`config.mk`:
```
export PLATFORM = sky130hd
export DESIGN_NAME = gf233_squarer
export DESIGN_NICKNAME = d
export VERILOG_FILES = /design/src/rtl/gf233_pkg.sv /design/src/rtl/gf_sq_expand.sv /design/src/rtl/gf_sq_reduce.sv /design/src/rtl/gf233_squarer.sv
export SDC_FILE = /design/constraint.sdc
export NUM_CORES = 1
export LEC_CHECK = 0
export CAP_MARGIN = 10
export CELL_PAD_IN_SITES_DETAIL_PLACEMENT = 2
export CELL_PAD_IN_SITES_GLOBAL_PLACEMENT = 2
export CORE_AREA = 2 2 183 185
export DETAILED_ROUTE_END_ITERATION = 8
export DIE_AREA = 0 0 185 187
export DONT_BUFFER_PORTS = 1
export GPL_TIMING_DRIVEN = 0
export PLACE_DENSITY = 0.67
export SETUP_SLACK_MARGIN = 0.1
export SYNTH_ARGS = -nofsm -noshare
export SYNTH_HDL_FRONTEND = slang
export SYNTH_SLANG_ARGS = --single-unit
```
`constraint.sdc`:
```
create_clock -name clk -period 2.5 [get_ports clk]
set_input_delay 0.125 -clock clk [delete_from_list [all_inputs] [get_ports clk]]
set_output_delay 0.125 -clock clk [all_outputs]
set_load 0.02 [all_outputs]
```
`src/rtl/gf233_pkg.sv`:
```
package gf233_pkg;

    localparam int GF_W   = 233;
    localparam int GF_TAP = 74;

    typedef struct packed {
        logic            valid;
        logic [GF_W-1:0] elem;
    } gf_word_t;

    // Mask with every odd coefficient position set
    function automatic logic [GF_W-1:0] odd_positions();
        logic [GF_W-1:0] m;
        m = '0;
        for (int i = 1; i < GF_W; i += 2) m[i] = 1'b1;
        return m;
    endfunction

endpackage

```
`src/rtl/gf_sq_expand.sv`:
```
module gf_sq_expand #(
    parameter int FW = gf233_pkg::GF_W,
    localparam int EW = 2 * FW - 1
) (
    input  logic [FW-1:0] coef_in,
    output logic [EW-1:0] spread_out
);
    for (genvar i = 0; i < FW; i++) begin : g_spread
        assign spread_out[2*i] = coef_in[i];
        if (i < FW - 1) begin : g_gap
            assign spread_out[2*i+1] = 1'b0;
        end
    end
endmodule

```
`src/rtl/gf_sq_reduce.sv`:
```
module gf_sq_reduce #(
    parameter int FW  = gf233_pkg::GF_W,
    parameter int TAP = gf233_pkg::GF_TAP,
    localparam int EW = 2 * FW - 1
) (
    input  logic [EW-1:0] wide_in,
    output logic [FW-1:0] narrow_out
);
    logic [EW-1:0] acc;

    // Fold from the top down, so a fold that lands at or above FW is
    // picked up again by a later (lower) iteration in the same pass.
    always_comb begin
        acc = wide_in;
        for (int k = EW - 1; k >= FW; k--) begin
            acc[k-FW]     = acc[k-FW] ^ acc[k];
            acc[k-FW+TAP] = acc[k-FW+TAP] ^ acc[k];
        end
        narrow_out = acc[FW-1:0];
    end
endmodule

```
`src/rtl/gf233_squarer.sv`:
```
module gf233_squarer
    import gf233_pkg::*;
(
    input  logic            clk,
    input  logic            rst,
    input  logic            in_valid,
    input  logic [GF_W-1:0] in_elem,
    output logic            out_valid,
    output logic [GF_W-1:0] out_elem
);
    localparam int EW = 2 * GF_W - 1;

    logic [EW-1:0]   spread;
    logic [GF_W-1:0] reduced;
    gf_word_t        res_q;

    gf_sq_expand #(.FW(GF_W)) u_expand (
        .coef_in    (in_elem),
        .spread_out (spread)
    );

    gf_sq_reduce #(.FW(GF_W), .TAP(GF_TAP)) u_reduce (
        .wide_in    (spread),
        .narrow_out (reduced)
    );

    always_ff @(posedge clk) begin
        if (rst) begin
            res_q <= '0;
        end else begin
            res_q.valid <= in_valid;
            if (in_valid) res_q.elem <= reduced;
        end
    end

    assign out_valid = res_q.valid;
    assign out_elem  = res_q.elem;
endmodule

```
==> results by group <==
Run status
  – Status: complete, no violations

Setup path
  – CP max stage delay: 620 ps
  – Most used cell, CP: dlygate4sd3_1
  – Worst EP required: 2920 ps
  – Kind of critical path: input port to register
  – WP buf/inv: 2
  – R2r endpoint: out_elem[136]$_SDFFE_PP0P_
  – CP top delay family: buffers and inverters
  – Critical Path, Cell by Cell: dlygate4sd3_1, xnor2_1, dlygate4sd3_1, a211oi_1
  – Crit path launch type: input port
  – Worst path depth: 4
  – RR Startpoint: out_elem[136]$_SDFFE_PP0P_
  – Slowest CP cell: dlygate4sd3_1
  – CP Capture Type: register
  – Internal reg-to-reg setup slack: 1450 ps
  – R2R cell count: 2
  – Crit path DAT: about 1800 ps
  – Crit Path Max Fanout: 3

STA
  – Count of final hold-check violations: 0
  – Setup tns final: 0 ps
  – Highest Clock Rate: 0.7096 GHz
  – Final Skew: 0 ps
  – Max-slew violations: 0
  – RSZ-0062 raised after global routing: false
  – Minimum clock period: 1409 ps
  – Period utilization: 56.37%
  – Final setup margin: 1091 ps
  – Final Setup Violations: 0
  – Minimum hold slack: 209.4 ps
  – Worst Max-Slew Pin Slew: 744.5 ps
  – Max transition margin: 50.37%

CTS
  – Clk slew on worst S/H paths: 70 ps
  – TritonCTS sink count: about 230
  – CTS tree: yes
  – CTS Buf Count: 27
  – Clk_lat worst skew: 540 ps
  – Clock Tree Buf Depth: 3
  – H-tree depth: 1
  – CTS Root Cell: clkbuf_16
  – CTS resizes: 0

Logic synthesis
  – Number of synthesized register bits: 234
  – Unique masters post-synth: 12
  – Largest area contributor in the netlist: dfxtp_1
  – Register area share after synthesis: 50.19%
  – Cell count after synthesis: 923
  – Syn Std Cell Area: about 0.0093 mm2
  – Synth Net Count: 1159
  – Area share of the largest cell type after synthesis: 50.19%
  – Syn_area_per_cell: between 10 and 15 um2
  – Ys Warns: 0
  – Synth top area cells: dfxtp_1, xnor2_1, a211oi_1, nor2_1, mux2i_1

Route
  – DRT Wirelength: roughly 48000 um
  – Remaining DRCs: 0
  – Vias per cell: between 5 and 6
  – Via count: 8588
  – DRT Pass-1 Iters: 4
  – WL per Instance: ~28 um
  – Drt initial violations: 257
  – Antenna-violating nets left: 0

Power
  – Flop pwr share: 45.6%
  – PD cells: approximately 750 mW/mm2
  – Worst vdd rail ir drop: 0.0004614 V
  – Leak: between 5 and 6 nW
  – Clk pwr share: approximately two fifths
  – Sw Ratio: 29.82%
  – Internal power: 0.007121 W
  – Sw power: 0.003026 W
  – Combinational cell fraction of total power: 14.8%

Min path
  – Worst hold path endpoint: out_elem[123]$_SDFFE_PP0P_
  – Worst hold path type: input port to register
  – WHS Path Cells: 4
  – Hold Path Origin: in_valid

Placed design
  – GPL Wtd Cong: 0.7691
  – Cell area after placement: between 0.009 and 0.01 mm2
  – I/O Buffers: 0
  – Hpwl dp: 28780 um
  – Dpl cells: 1371
  – Post-Place Setup Slack: roughly 770 ps

Floorplanning
  – Core Rows: 67
  – Die X: 185 um
  – Num ports: 470
  – Initial core utilization: 28.40%
  – Die Height: 187 um
  – Core Region: between 0.03 and 0.04 mm2
  – Die area: 0.03460 mm2

GRT
  – Antenna violations before repair: 7
  – Overflow after GRT: 0
  – Largest net degree at the start of global routing: 14
  – All-Layer GR Usage: 26.55%
  – First-pass GRT wire length: 68340 um
  – Number of global-route vias before repair: 10190

Final layout
  – Layout cells sized above 1: 8.000%
  – Design area: between 0.01 and 0.015 mm2
  – Syn-to-layout area delta: 45.89%
  – Nets: 1469
  – Finished Layout Cells: 1708

Flow run
  – Maxcap violations: 0
==> what timing repair did <==
action | in CTS | in global routing
buffers inserted | 0 | 0
hold buffers | 281 | 0
endpoints found under the hold margin | 233 | 0
==> tightest hold or removal path: stages <==
cell	delay (ps)
buf_4	170
buf_2	210
nor2_1	130
a211oi_1	60
==> state kept, by name (all words and copies together) (netlist names) <==
register,flops
out_valid,1
out_elem,233
==> Yosys cell counts <==
| master | instances |
|---|---|
| a211oi_1 | 148 |
| a211oi_2 | 5 |
| buf_1 | 2 |
| buf_2 | 29 |
| buf_4 | 2 |
| buf_6 | 20 |
| clkbuf_1 | 16 |
| dfxtp_1 | 234 |
| mux2i_1 | 80 |
| nor2_1 | 233 |
| nor2b_1 | 1 |
| xnor2_1 | 153 |
==> final cells by class <==
cell class / instances / area [um2]
antenna: 10 / 25.02
buffer: 69 / 452.9
clock buffer: 39 / 820.8
clock inverter: 7 / 63.81
fill: 3420 / 19250
multi-input combinational: 620 / 4195
sequential: 234 / 4684
tap: 448 / 560.5
timing repair buffer: 281 / 2813
==> layout by cell type, fill, tap and decap left out <==
cell,count
dlygate4sd3_1,281
dfxtp_1,234
nor2_1,233
xnor2_1,153
a211oi_1,148
mux2i_1,80
buf_2,29
clkbuf_16,27
buf_6,20
clkbuf_1,18
diode_2,10
clkbuf_8,10
a211oi_2,5
clkinv_2,5
buf_4,2
buf_1,2
nor2b_1,1
inv_6,1
bufinv_16,1
==> layer usage <==
metal | global-route usage, % | share of wire, %
met1 | 25.67 | 34
met2 | 49.54 | 52
met3 | 8.840 | 9.4
met4 | 13.46 | 5.5
met5 | 0 | 0
==> power by group through the flow <==
stage          clock network, W  logic (W)  registers (W)
2_1_floorplan                 0   0.000688        0.00455
3_5_place_dp                  0   0.000917        0.00467
3_3_place_gp                  0   0.000882        0.00467
5_1_grt                 0.00427    0.00161        0.00464
6_report                0.00403    0.00150        0.00462
4_1_cts                 0.00408    0.00141        0.00459
==> worst max-delay path by stage <==
stage	start	to	slack [ps]
floorplan	rst	out_elem[11]$_SDFFE_PP0P_	1590
global placement	rst	out_elem[37]$_SDFFE_PP0P_	860
detailed placement	rst	out_elem[161]$_SDFFE_PP0P_	770
CTS	out_elem[165]$_SDFFE_PP0P_	out_elem[165]	1210
global route	in_elem[203]	out_elem[173]$_SDFFE_PP0P_	1100
finish	in_elem[203]	out_elem[173]$_SDFFE_PP0P_	1090
==> cells by family (layout without fill, tap and decap cells) <==
kind of cell              count (synthesis)  in the layout  share of synthesized area [%]
AOI/OAI and AO/OA                       153            153                          12.58
muxes                                    80             80                          8.580
other                                     0             10                              0
xor gates and xnor gates                153            153                          14.36
buffers and inverters                    69            396                          4.853
DFF                                     234            234                          50.19
and+or+nand+nor                         234            234                          9.438
==> per-stage QoR <==
step | power, W | util [%]
final | 0.01015 | 41.43
after global routing | 0.01052 | 41.43
after CTS | 0.01008 | 41.36
after detailed placement | 0.005589 | 30.11
after global placement | 0.005551 | 30.11
after floorplan | 0.005241 | -
(Power assumes the default switching activity.)
